$ cat src/rtl/vidreg_pkg.sv
package vidreg_pkg;
    localparam int OFF_W = 6;

    localparam logic [OFF_W-1:0] OFF_ATR_WR = 6'h10;
    localparam logic [OFF_W-1:0] OFF_ATR_RD = 6'h11;
    localparam logic [OFF_W-1:0] OFF_MSC_WR = 6'h12;
    localparam logic [OFF_W-1:0] OFF_SEQ_A  = 6'h14;
    localparam logic [OFF_W-1:0] OFF_SEQ_D  = 6'h15;
    localparam logic [OFF_W-1:0] OFF_PEL    = 6'h16;
    localparam logic [OFF_W-1:0] OFF_MSC_RD = 6'h1C;
    localparam logic [OFF_W-1:0] OFF_GFX_A  = 6'h1E;
    localparam logic [OFF_W-1:0] OFF_GFX_D  = 6'h1F;
    localparam logic [OFF_W-1:0] OFF_CRT_A  = 6'h24;
    localparam logic [OFF_W-1:0] OFF_CRT_D  = 6'h25;
    localparam logic [OFF_W-1:0] OFF_STAT1  = 6'h2A;

    localparam int SEQ_NREG = 5;
    localparam int GFX_NREG = 9;
    localparam int CRT_NREG = 25;
    localparam int ATR_NREG = 21;
    localparam int SEQ_IDXW = 3;
    localparam int GFX_IDXW = 4;
    localparam int CRT_IDXW = 5;
    localparam int ATR_IDXW = 5;

    localparam int CRT_GUARD_N  = 8;
    localparam int CRT_LOCK_REG = 17;
    localparam int GFX_MASK_REG = 8;
    localparam int ATR_VEN_BIT  = 5;

    typedef enum logic {
        ATTR_IDX  = 1'b0,
        ATTR_DATA = 1'b1
    } attr_phase_t;
endpackage

$ cat src/rtl/vidreg_idx_bank.sv
module vidreg_idx_bank #(
    parameter int         NREGS   = 5,
    parameter int         IDX_W   = 3,
    parameter int         GUARD_N = 0,
    parameter int         SPECIAL = 0,
    parameter logic [7:0] SPECIAL_RST = 8'h00
) (
    input  logic               clk,
    input  logic               rst_n,
    input  logic               idx_we,
    input  logic [7:0]         idx_in,
    input  logic               data_we,
    input  logic [7:0]         data_in,
    input  logic               lock,
    output logic [IDX_W-1:0]   idx_q,
    output logic [NREGS*8-1:0] regs_flat,
    output logic [7:0]         rd_data
);
    logic [IDX_W-1:0] wr_idx;
    logic             blocked;

    assign wr_idx = idx_we ? idx_in[IDX_W-1:0] : idx_q;

    generate
        if (GUARD_N > 0) begin : g_guard
            localparam logic [IDX_W-1:0] GUARD_LIM = IDX_W'(GUARD_N);
            assign blocked = lock && (wr_idx < GUARD_LIM);
        end else begin : g_noguard
            assign blocked = lock & 1'b0;
        end
    endgenerate

    always_ff @(posedge clk or negedge rst_n) begin
        if (!rst_n)      idx_q <= '0;
        else if (idx_we) idx_q <= idx_in[IDX_W-1:0];
    end

    for (genvar i = 0; i < NREGS; i++) begin : g_reg
        localparam logic [7:0] RV = (i == SPECIAL) ? SPECIAL_RST : 8'h00;
        logic [7:0] q;
        always_ff @(posedge clk or negedge rst_n) begin
            if (!rst_n)
                q <= RV;
            else if (data_we && !blocked && (wr_idx == IDX_W'(i)))
                q <= data_in;
        end
        assign regs_flat[i*8 +: 8] = q;
    end

    always_comb begin
        rd_data = 8'hFF;
        for (int k = 0; k < NREGS; k++) begin
            if (idx_q == IDX_W'(k)) rd_data = regs_flat[k*8 +: 8];
        end
    end
endmodule

$ cat src/rtl/vidreg_attr_fsm.sv
module vidreg_attr_fsm
    import vidreg_pkg::*;
(
    input  logic clk,
    input  logic rst_n,
    input  logic port_wr,
    input  logic stat_rd,
    input  logic en_bit,
    output logic idx_we,
    output logic data_we,
    output logic video_en,
    output logic in_data
);
    attr_phase_t state, nxt;

    always_comb begin
        nxt = state;
        unique case (state)
            ATTR_IDX:  if (stat_rd) nxt = ATTR_IDX;  else if (port_wr) nxt = ATTR_DATA;
            ATTR_DATA: if (stat_rd) nxt = ATTR_IDX;  else if (port_wr) nxt = ATTR_IDX;
        endcase
    end

    always_ff @(posedge clk or negedge rst_n) begin
        if (!rst_n) state <= ATTR_IDX;
        else        state <= nxt;
    end

    always_comb begin
        idx_we  = 1'b0;
        data_we = 1'b0;
        unique case (state)
            ATTR_IDX:  idx_we  = port_wr;
            ATTR_DATA: data_we = port_wr;
        endcase
        in_data = (state == ATTR_DATA);
    end

    always_ff @(posedge clk or negedge rst_n) begin
        if (!rst_n)      video_en <= 1'b0;
        else if (idx_we) video_en <= en_bit;
    end
endmodule

$ cat src/rtl/vidreg_bank.sv
module vidreg_bank
    import vidreg_pkg::*;
#(
    parameter int SEQ_N = SEQ_NREG,
    parameter int GFX_N = GFX_NREG,
    parameter int CRT_N = CRT_NREG,
    parameter int ATR_N = ATR_NREG,
    parameter int SEQ_IW = SEQ_IDXW,
    parameter int GFX_IW = GFX_IDXW,
    parameter int CRT_IW = CRT_IDXW,
    parameter int ATR_IW = ATR_IDXW
) (
    input  logic               clk,
    input  logic               rst_n,
    input  logic               io_wr,
    input  logic               io_rd,
    input  logic               io_word,
    input  logic [OFF_W-1:0]   io_off,
    input  logic [15:0]        io_wdata,
    output logic [7:0]         io_rdata,
    output logic [SEQ_N*8-1:0] seq_regs_o,
    output logic [GFX_N*8-1:0] gfx_regs_o,
    output logic [CRT_N*8-1:0] crtc_regs_o,
    output logic [ATR_N*8-1:0] attr_regs_o,
    output logic [7:0]         misc_o,
    output logic [7:0]         pel_mask_o,
    output logic               video_en_o,
    output logic               seq_sync_rst_o
);
    logic [SEQ_IW-1:0] seq_idx;
    logic [GFX_IW-1:0] gfx_idx;
    logic [CRT_IW-1:0] crtc_idx;
    logic [ATR_IW-1:0] attr_idx;
    logic [7:0] seq_rd, gfx_rd, crt_rd, atr_rd;
    logic       attr_ph, atr_idx_we, atr_data_we;

    logic wr_seq_a, wr_gfx_a, wr_crt_a;
    assign wr_seq_a = io_wr && (io_off == OFF_SEQ_A);
    assign wr_gfx_a = io_wr && (io_off == OFF_GFX_A);
    assign wr_crt_a = io_wr && (io_off == OFF_CRT_A);

    logic [7:0] hi_lo;
    assign hi_lo = io_wdata[7:0];

    vidreg_idx_bank #(.NREGS(SEQ_N), .IDX_W(SEQ_IW), .GUARD_N(0), .SPECIAL(0), .SPECIAL_RST(8'h00)) u_seq (
        .clk(clk), .rst_n(rst_n),
        .idx_we(wr_seq_a), .idx_in(hi_lo),
        .data_we((wr_seq_a && io_word) || (io_wr && io_off == OFF_SEQ_D)),
        .data_in(wr_seq_a ? io_wdata[15:8] : io_wdata[7:0]),
        .lock(1'b0),
        .idx_q(seq_idx), .regs_flat(seq_regs_o), .rd_data(seq_rd)
    );

    vidreg_idx_bank #(.NREGS(GFX_N), .IDX_W(GFX_IW), .GUARD_N(0), .SPECIAL(GFX_MASK_REG), .SPECIAL_RST(8'hFF)) u_gfx (
        .clk(clk), .rst_n(rst_n),
        .idx_we(wr_gfx_a), .idx_in(hi_lo),
        .data_we((wr_gfx_a && io_word) || (io_wr && io_off == OFF_GFX_D)),
        .data_in(wr_gfx_a ? io_wdata[15:8] : io_wdata[7:0]),
        .lock(1'b0),
        .idx_q(gfx_idx), .regs_flat(gfx_regs_o), .rd_data(gfx_rd)
    );

    logic crt_lock;
    assign crt_lock = crtc_regs_o[CRT_LOCK_REG*8 + 7];

    vidreg_idx_bank #(.NREGS(CRT_N), .IDX_W(CRT_IW), .GUARD_N(CRT_GUARD_N), .SPECIAL(0), .SPECIAL_RST(8'h00)) u_crt (
        .clk(clk), .rst_n(rst_n),
        .idx_we(wr_crt_a), .idx_in(hi_lo),
        .data_we((wr_crt_a && io_word) || (io_wr && io_off == OFF_CRT_D)),
        .data_in(wr_crt_a ? io_wdata[15:8] : io_wdata[7:0]),
        .lock(crt_lock),
        .idx_q(crtc_idx), .regs_flat(crtc_regs_o), .rd_data(crt_rd)
    );

    vidreg_attr_fsm u_fsm (
        .clk(clk), .rst_n(rst_n),
        .port_wr(io_wr && io_off == OFF_ATR_WR),
        .stat_rd(io_rd && io_off == OFF_STAT1),
        .en_bit(io_wdata[ATR_VEN_BIT]),
        .idx_we(atr_idx_we), .data_we(atr_data_we),
        .video_en(video_en_o), .in_data(attr_ph)
    );

    vidreg_idx_bank #(.NREGS(ATR_N), .IDX_W(ATR_IW), .GUARD_N(0), .SPECIAL(0), .SPECIAL_RST(8'h00)) u_atr (
        .clk(clk), .rst_n(rst_n),
        .idx_we(atr_idx_we), .idx_in(hi_lo),
        .data_we(atr_data_we), .data_in(io_wdata[7:0]),
        .lock(1'b0),
        .idx_q(attr_idx), .regs_flat(attr_regs_o), .rd_data(atr_rd)
    );

    always_ff @(posedge clk or negedge rst_n) begin
        if (!rst_n) begin
            misc_o     <= 8'h00;
            pel_mask_o <= 8'h00;
        end else if (io_wr) begin
            if (io_off == OFF_MSC_WR) misc_o     <= io_wdata[7:0];
            if (io_off == OFF_PEL)    pel_mask_o <= io_wdata[7:0];
        end
    end

    assign seq_sync_rst_o = ~seq_regs_o[1];

    always_comb begin
        io_rdata = 8'hFF;
        unique case (io_off)
            OFF_ATR_WR: begin
                io_rdata = 8'h00;
                io_rdata[ATR_IW-1:0] = attr_idx;
                io_rdata[ATR_VEN_BIT] = video_en_o;
            end
            OFF_ATR_RD: io_rdata = atr_rd;
            OFF_SEQ_A:  io_rdata = {{(8-SEQ_IW){1'b0}}, seq_idx};
            OFF_SEQ_D:  io_rdata = seq_rd;
            OFF_PEL:    io_rdata = pel_mask_o;
            OFF_MSC_RD: io_rdata = misc_o;
            OFF_GFX_A:  io_rdata = {{(8-GFX_IW){1'b0}}, gfx_idx};
            OFF_GFX_D:  io_rdata = gfx_rd;
            OFF_CRT_A:  io_rdata = {{(8-CRT_IW){1'b0}}, crtc_idx};
            OFF_CRT_D:  io_rdata = crt_rd;
            OFF_STAT1:  io_rdata = 8'h00;
            default:    io_rdata = 8'hFF;
        endcase
    end
endmodule

$ cat config.mk
export PLATFORM = sky130hd
export DESIGN_NAME = vidreg_bank
export DESIGN_NICKNAME = d
export VERILOG_FILES = /design/src/rtl/vidreg_pkg.sv /design/src/rtl/vidreg_idx_bank.sv /design/src/rtl/vidreg_attr_fsm.sv /design/src/rtl/vidreg_bank.sv
export SDC_FILE = /design/constraint.sdc
export NUM_CORES = 1
export LEC_CHECK = 0
export BUFFER_PORTS_ARGS = -buffer_cell sky130_fd_sc_hd__clkbuf_2
export CAP_MARGIN = 10
export CELL_PAD_IN_SITES_DETAIL_PLACEMENT = 2
export CELL_PAD_IN_SITES_GLOBAL_PLACEMENT = 2
export CORE_UTILIZATION = 32
export DETAILED_ROUTE_END_ITERATION = 10
export PLACE_DENSITY = 0.76
export SYNTH_ARGS = -nofsm -noshare
export SYNTH_HDL_FRONTEND = slang
export SYNTH_SLANG_ARGS = --single-unit
$ cat constraint.sdc
create_clock -name clk -period 2.6 [get_ports clk]
set_input_delay 0.39 -clock clk [delete_from_list [all_inputs] [get_ports clk]]
set_output_delay 0.39 -clock clk [all_outputs]
set_load 0.005 [all_outputs]
==> impl_results.md, run 1 <==
* Post-Route Setup TNS at -8.19 ns
* Layout cell share with drive strength beyond 1 at 0.554
* Initial Util at 0.326
* Power Density at 608 nW/µm²
* TritonRoute pass-1 iters at 5
* Hold path depth at 2
* Post-synth top area cell: dfrtp_1
* Max Root-Sink Buffers at 3
* Grt met2 use at 0.590
* Vias/cell at 5.85
* Global route overflow at 0
* DRC at 0
* Worst endpoint data arrival time at 3.44 ns
* Tmin final at 3.83 ns
* Reg2reg start: u_crt.idx_q[4]
* Clk Latency, worst-skew pair at 0.66 ns
* DP Cell Count at 4169
* Fin. max-slew vios at 0
* Hold path endpoint: u_fsm.in_data
* R2r setup slk at 0.17 ns
* Mapped Cells at 2241
* Number of enable flip-flop cells after synthesis at 0
* Largest net degree at the start of global routing at 89
* Design Power at 22.2 mW
* Num Clock Sinks at 515
* Tcrit/Tclk final at 1.47
* Synth area leaders: dfrtp_1, mux2_2, nand2_1, o21ai_0, mux2i_1
* Overall via count from detail_route at 25300
* Synth top area share at 0.500
* Seq cells post-synth at 515
* Gr busiest metal: met2
* Path type of the worst setup path: register to primary output
* Yosys warns at 0
* Max-slew headroom at 0.469
* CTS tree: done
* Status: complete, but fails checks
* Clock root buffer: clkbuf_16
* CP Max Fanout at 5
* Global Route Usage Sum at 0.338
* Async set-reset flop share out of synthesis at 1.00
* Critical path capture point type: primary output
* Post-synthesis cell area at 25400 µm²
* Post-DP Area at 33100 µm²
* Worst-case reg-to-reg path depth at 5
* Worst Max-Slew Pin Slew at 0.796 ns
* Distinct cells, synth at 85
* Max-Cap Viols at 0
* Leakage at 18.4 nW
* Ys flop type: dfrtp_1
* Seq/Total Area, Yosys at 0.508
* Vias in the first global route at 27500
* Die footprint at 80500 µm²
* Routed Antenna Nets at 0
* Synth-to-layout area growth at 43.9%
* Clock Skew at 0.0390 ns
* Std-Cell Rows at 102
* Met1 GRT Util at 0.406
* Die W at 284 µm
* Final worst slack at -1.23 ns
* Routed wire length at 145000 µm
* Hold Crit Start: io_rd
* Nets@finish at 3267
* Worst flop-to-flop path endpoint: u_crt.g_reg[6].q[7]
* Final HPWL DP at 104000 µm
* Met3 Usage GRT at 0.0620
* Die Span Y at 284 µm
* Final hold violations at 0
* Peak supply drop at 0.522 mV
* H-tree depth at 2
* Initial antenna violation count at 4
* Final Wtd Congestion at 0.951
* First-pass GRT wire length at 201000 µm
* Failing checks: setup timing
* Fill count at 7950
* CP Launch Type: register
* Core area at 78000 µm²
* Fin util at 0.469
* Design Area, Final at 36500 µm²
* Syn Nets at 2268
* Routed len/inst at 33.5 µm
* Worst min path class: primary input to register
* Worst-path clk slew at 0.06 ns
* Final setup viols at 8
* DRT iter0 DRCs at 1902
* IO Pins at 533
* I/O Buffers at 532
* Avg Cell Area, Syn at 11.3 µm²
* Peak Freq at 261 MHz
* RSZ-0062 raised after global routing: yes
* Total CTS buffers at 58
* Final std cells w/o fill at 4325
* WP data required at 2.21 ns
## synthesized netlist by cell type, types with 15 or more instances
cell,instances
a21oi_1,87
a22oi_1,23
buf_2,25
clkbuf_1,112
dfrtp_1,507
inv_1,22
mux2_2,421
mux2i_1,64
mux4_2,15
nand2_1,210
nand2b_1,22
nand3_1,33
nor2_1,99
nor2b_1,22
nor3_1,29
o211ai_1,15
o21ai_0,144
o21ai_1,37
o221ai_1,17
o22ai_1,43
## repair_timing
action,CTS,global route
resized for setup,136,143
pin swaps,20,43
hold endpoints to repair,41,0
setup buffers,27,26
endpoints found under the setup margin,8,8
cloned,0,1
hold buffers,1,0
## worst max-delay path, stage by stage (launching register included)
cell and delay, ns:
dfrtp_2 0.46, buf_6 0.14, buf_4 0.15, nor2b_4 0.15, buf_4 0.16, nand2_1 0.15, o22ai_1 0.14, nor2_1 0.21
o21ai_0 0.12, buf_4 0.15, a221oi_2 0.49, a311o_1 0.31, buf_2 0.16
## worst max-delay path by stage
stage / end / depth (start not counted) / start / slack [ns]
CTS: io_rdata[5] / 11 / u_atr.idx_q[1] / -1.06
global route: io_rdata[2] / 12 / u_atr.idx_q[0] / -1.29
floorplan: io_rdata[0] / 9 / u_crt.idx_q[3] / 0.02
detailed placement: io_rdata[2] / 11 / io_off[2] / -0.78
global placement: io_rdata[2] / 11 / io_off[2] / -0.77
finish: io_rdata[2] / 12 / u_atr.idx_q[0] / -1.23
## registers in the layout (all words and copies together), names as in the netlist
name            count
u_gfx.g.q          72
u_atr.g.q         168
pel_mask_o          8
misc_o              8
u_gfx.idx_q         4
u_crt.idx_q         5
u_seq.idx_q         3
u_atr.idx_q         5
u_crt.g.q         200
u_seq.g.q          40
u_fsm.in_data       1
u_fsm.video_en      1
## placed cells by master (no fill, tap or decap), types with 60 or more instances in the layout
| master | n |
|---|---|
| a21oi_1 | 75 |
| buf_4 | 481 |
| clkbuf_16 | 60 |
| clkbuf_2 | 525 |
| dfrtp_1 | 497 |
| mux2_2 | 420 |
| mux2i_1 | 63 |
| nand2_1 | 201 |
| nor2_1 | 81 |
| o21ai_0 | 120 |
## area by class of cell
type,instances,area (µm²),share of cell area
clock buffers,82,1660,0.0455
repair buffers,1097,7690,0.210
well taps,1040,1300,0.0356
flip-flops and latches,515,12900,0.353
diodes,4,10.0,0.000274
inverters,25,97.6,0.00267
multi-input cells,1543,12600,0.346
clock inverters,19,244,0.00668
## report_power, final
part	internal, mW	total, mW	switching (mW)
Combinational	2.16	5.09	2.93
Clock	4.92	8.58	3.67
Sequential	8.25	8.55	0.302
## per-layer routing
metal / wire length (µm) / vias to the layer above
li1: - / 10300
met1: 55400 / 13400
met2: 72700 / 1232
met3: 9050 / 423
met4: 7690 / 6
met5: 35 / -
## metrics by stage
stage,setup slack (ns),hold WS (ns)
after floorplan,0.0209,0.0944
after global placement,-0.773,0.305
after detailed placement,-0.784,0.298
after CTS,-1.06,0.0227
after global routing,-1.29,0.0609
final,-1.23,0.0620
## cells by family after synthesis
group | Yosys count | share of synthesized area
muxes | 514 | 0.232
and+or+nand+nor | 534 | 0.105
AOI/OAI and AO/OA | 494 | 0.124
DFF | 515 | 0.508
xor gates and xnor gates | 1 | 0.000345
buffers and inverters | 183 | 0.0309
Note: power is estimated with default switching activity, not from simulation.
==> inputs of run 2 (changes only) <==
Settings changed: CORE_UTILIZATION 32 to 33, SYNTH_HIERARCHICAL set to 1.
==> impl_results.md, run 2 <==
* Failing checks: setup timing
* Fin util at 0.506 (+0.0373)
* Max-slew headroom at 0.434 (-0.0347)
* Critical Path, Cell by Cell: buf_6 > buf_6 > nor2b_2 > buf_4 > buf_4 > a21oi_1 > nor2_1 > a22oi_1 > o21ai_0 > o221a_1 > a21oi_2 > nand4_1 > buf_2
* Leakage at 20.0 nW (+8.4%)
* Routed wire length at 159000 µm (+9.5%)
* Clk Latency, worst-skew pair at 0.66 ns (about the same)
* Sequential power share at 0.338 (-0.047)
* IO Pins at 533 (unchanged)
* DRT iter0 DRCs at 2039 (+7.2%)
* Peak supply drop at 0.525 mV (+0.56%)
* Reg2reg start: u_atr/idx_q[0]
* Yosys warns at 6 (+6)
* Vias/cell at 5.92 (+1.1%)
* Final Wtd Congestion at 1.01 (+6.7%)
* Post-DP Area at 36200 µm² (+9.3%)
* Final setup viols at 90 (+82)
* Core area at 79400 µm² (+1.8%)
* Max Root-Sink Buffers at 3 (unchanged)
* WP data required at 2.21 ns (about the same)
* Initial antenna violation count at 10 (+6)
* Most common cell after layout, fill and taps aside: buf_4
* RSZ-0062 raised after global routing: yes
* Tmin final at 4.21 ns (+0.383 ns)
* Tcrit/Tclk final at 1.62 (+0.147)
* CTS tree: done
* Largest registers: u_crt/g.q (200), u_atr/g.q (168), u_gfx/g.q (72)
* Worst path depth at 13 (+1)
* Logic pwr share at 0.299 (+0.070)
* Clock Skew at 0.0249 ns (-0.0140 ns)
* Final hold violations at 0 (unchanged)
* Worst flop-to-flop path endpoint: u_atr/g_reg[9].q[3]
* CP max stage delay at 0.44 ns (-0.05 ns)
* Int Pwr at 16.7 mW (+8.8%)
* Overall via count from detail_route at 26100 (+3.1%)
* Met1 GRT Util at 0.437 (+0.0310)
* Global route overflow at 0 (unchanged)
* Post-synthesis cell area at 26600 µm² (+4.7%)
* Fin. max-slew vios at 0 (unchanged)
* CP Max Fanout at 9 (+4)
* Worst Max-Slew Pin Slew at 0.840 ns (+0.0432 ns)
* Design Area, Final at 40200 µm² (+9.9%)
* Die footprint at 81700 µm² (+1.5%)
* Std-Cell Rows at 103 (+0.98%)
* Num Clock Sinks at 515 (unchanged)
* WP buf/inv at 5 (unchanged)
* Final worst slack at -1.61 ns (-0.383 ns)
* Net Sw Power at 8.62 mW (+25%)
* CP Launch Type: register
* Synth-to-layout area growth at 51.0%
* Worst-case reg-to-reg path depth at 11 (+6)
* Mapped Cells at 2207 (-1.5%)
* H-tree depth at 2 (unchanged)
* Net Sw Frac at 0.341 (+0.0303)
* Clock root buffer: clkbuf_16
* Largest net degree at the start of global routing at 70 (-21%)
* Commonest non-fill, non-tap cells in the layout: buf_4, clkbuf_2, dfrtp_1
* Crit path launch: u_atr/idx_q[0]
* Path type of the worst setup path: register to primary output
* Worst Setup EP: io_rdata[2]
* Power Density at 630 nW/µm² (+3.6%)
* Routed Antenna Nets at 0 (unchanged)
* Worst min path class: primary input to register
* Initial Util at 0.335 (+0.00929)
* Gr busiest metal: met2
* Status: complete, but fails checks
* DRC at 0 (unchanged)
* Family with the most delay on the worst path: compound AO/OA/AOI/OAI gates
* Peak Freq at 238 MHz (-9.1%)
* Worst endpoint data arrival time at 3.82 ns (+0.38 ns)
* Die Span Y at 286 µm (+0.76%)
* Vias in the first global route at 28700 (+4.2%)
* Syn Nets at 2234 (-1.5%)
* Nets@finish at 3339 (+2.2%)
* Clock share of power at 0.362 (-0.024)
* Layout cell share with drive strength beyond 1 at 0.633 (+0.0781)
* First-pass GRT wire length at 218000 µm (+8.2%)
* Routed len/inst at 35.9 µm (+7.3%)
* Met3 Usage GRT at 0.0742 (+0.0123)
* Max reg flops at 200 (unchanged)
* Die W at 286 µm (+0.76%)
* Total CTS buffers at 61 (+5.2%)
* R2r setup slk at -0.02 ns (-0.19 ns)
* Most flop-heavy register: u_crt/g.q
* I/O Buffers at 532 (unchanged)
* Global Route Usage Sum at 0.366 (+0.0278)
* Worst path slowest cell: dfrtp_2
* Final HPWL DP at 113000 µm (+8.2%)
* Avg Cell Area, Syn at 12.0 µm² (+6.3%)
* Grt met2 use at 0.619 (+0.0289)
* Critical path capture point type: primary output
* Max-Cap Viols at 0 (unchanged)
* TritonRoute pass-1 iters at 6 (+1)
* Worst-path clk slew at 0.07 ns (about the same)
==> run 2: worst reg2reg max path, delay by kind of cell, from the launching register on <==
kind | cells | cell delay [ns]
compound gates | 1 | 0.26
flops | 1 | 0.41
simple gates | 2 | 0.33
mux | 1 | 0.35
buf+inv | 7 | 1.16
==> run 2: how the worst min path moves through the flow <==
stage	from	to	slack, ns	cells after the start
floorplan	rst_n	misc_o[0]	0.09	0
global placement	rst_n	u_crt/g_reg[4].q[4]	0.42	1
detailed placement	rst_n	u_crt/g_reg[4].q[4]	0.43	1
CTS	io_rd	u_fsm/in_data	0.1	4
global route	io_rd	u_fsm/in_data	0.16	4
finish	io_rd	u_fsm/in_data	0.14	4
==> run 2: cell type report <==
type                       instances  area [µm²]
timing repair buffer            1169        8510
clock buffer                      79        1690
antenna                            2        5.00
multi-input combinational       1529       15200
clock inverter                    33         382
tap                             1050        1310
inverter                          36         163
fill                            7815       39200
sequential                       515       12900
==> run 2: repair_timing <==
| action | 4_1_cts | 5_1_grt |
|---|---|---|
| pin swaps | 49 | 68 |
| setup endpoints to repair | 25 | 154 |
| cloned | 0 | 2 |
| resized for setup | 177 | 129 |
| setup buffers | 32 | 34 |
| hold endpoints to repair | 48 | 0 |
| hold buffers | 1 | 0 |
==> run 2: per-stage QoR <==
step	power [mW]	setup WS [ns]	TNS (ns)	instances	hold WS [ns]
floorplan	11.3	-0.560	-140.93	2207	0.0944
global placement	14.7	-1.40	-173.17	4241	0.423
CTS	24.6	-1.30	-9.96	4379	0.0988
detailed placement	14.9	-1.48	-219.21	4241	0.429
global route	25.8	-1.57	-17.45	4412	0.157
finish	25.3	-1.61	-13.54	4413	0.139
==> run 2: routing by layer <==
metal  wire length [µm]  part of all wire
met3              11400             0.072
met2              77400              0.49
met1              60200              0.38
met5                105           0.00066
met4               9540             0.060
==> run 2: power by group through the flow <==
| stage | Combinational [mW] | Sequential [mW] | Clock (mW) |
|---|---|---|---|
| finish | 7.57 | 8.56 | 9.17 |
| global route | 7.74 | 8.57 | 9.51 |
| CTS | 6.84 | 8.54 | 9.23 |
| detailed placement | 6.21 | 8.69 | 0 |
| global placement | 6.01 | 8.66 | 0 |
| floorplan | 2.74 | 8.58 | 0 |
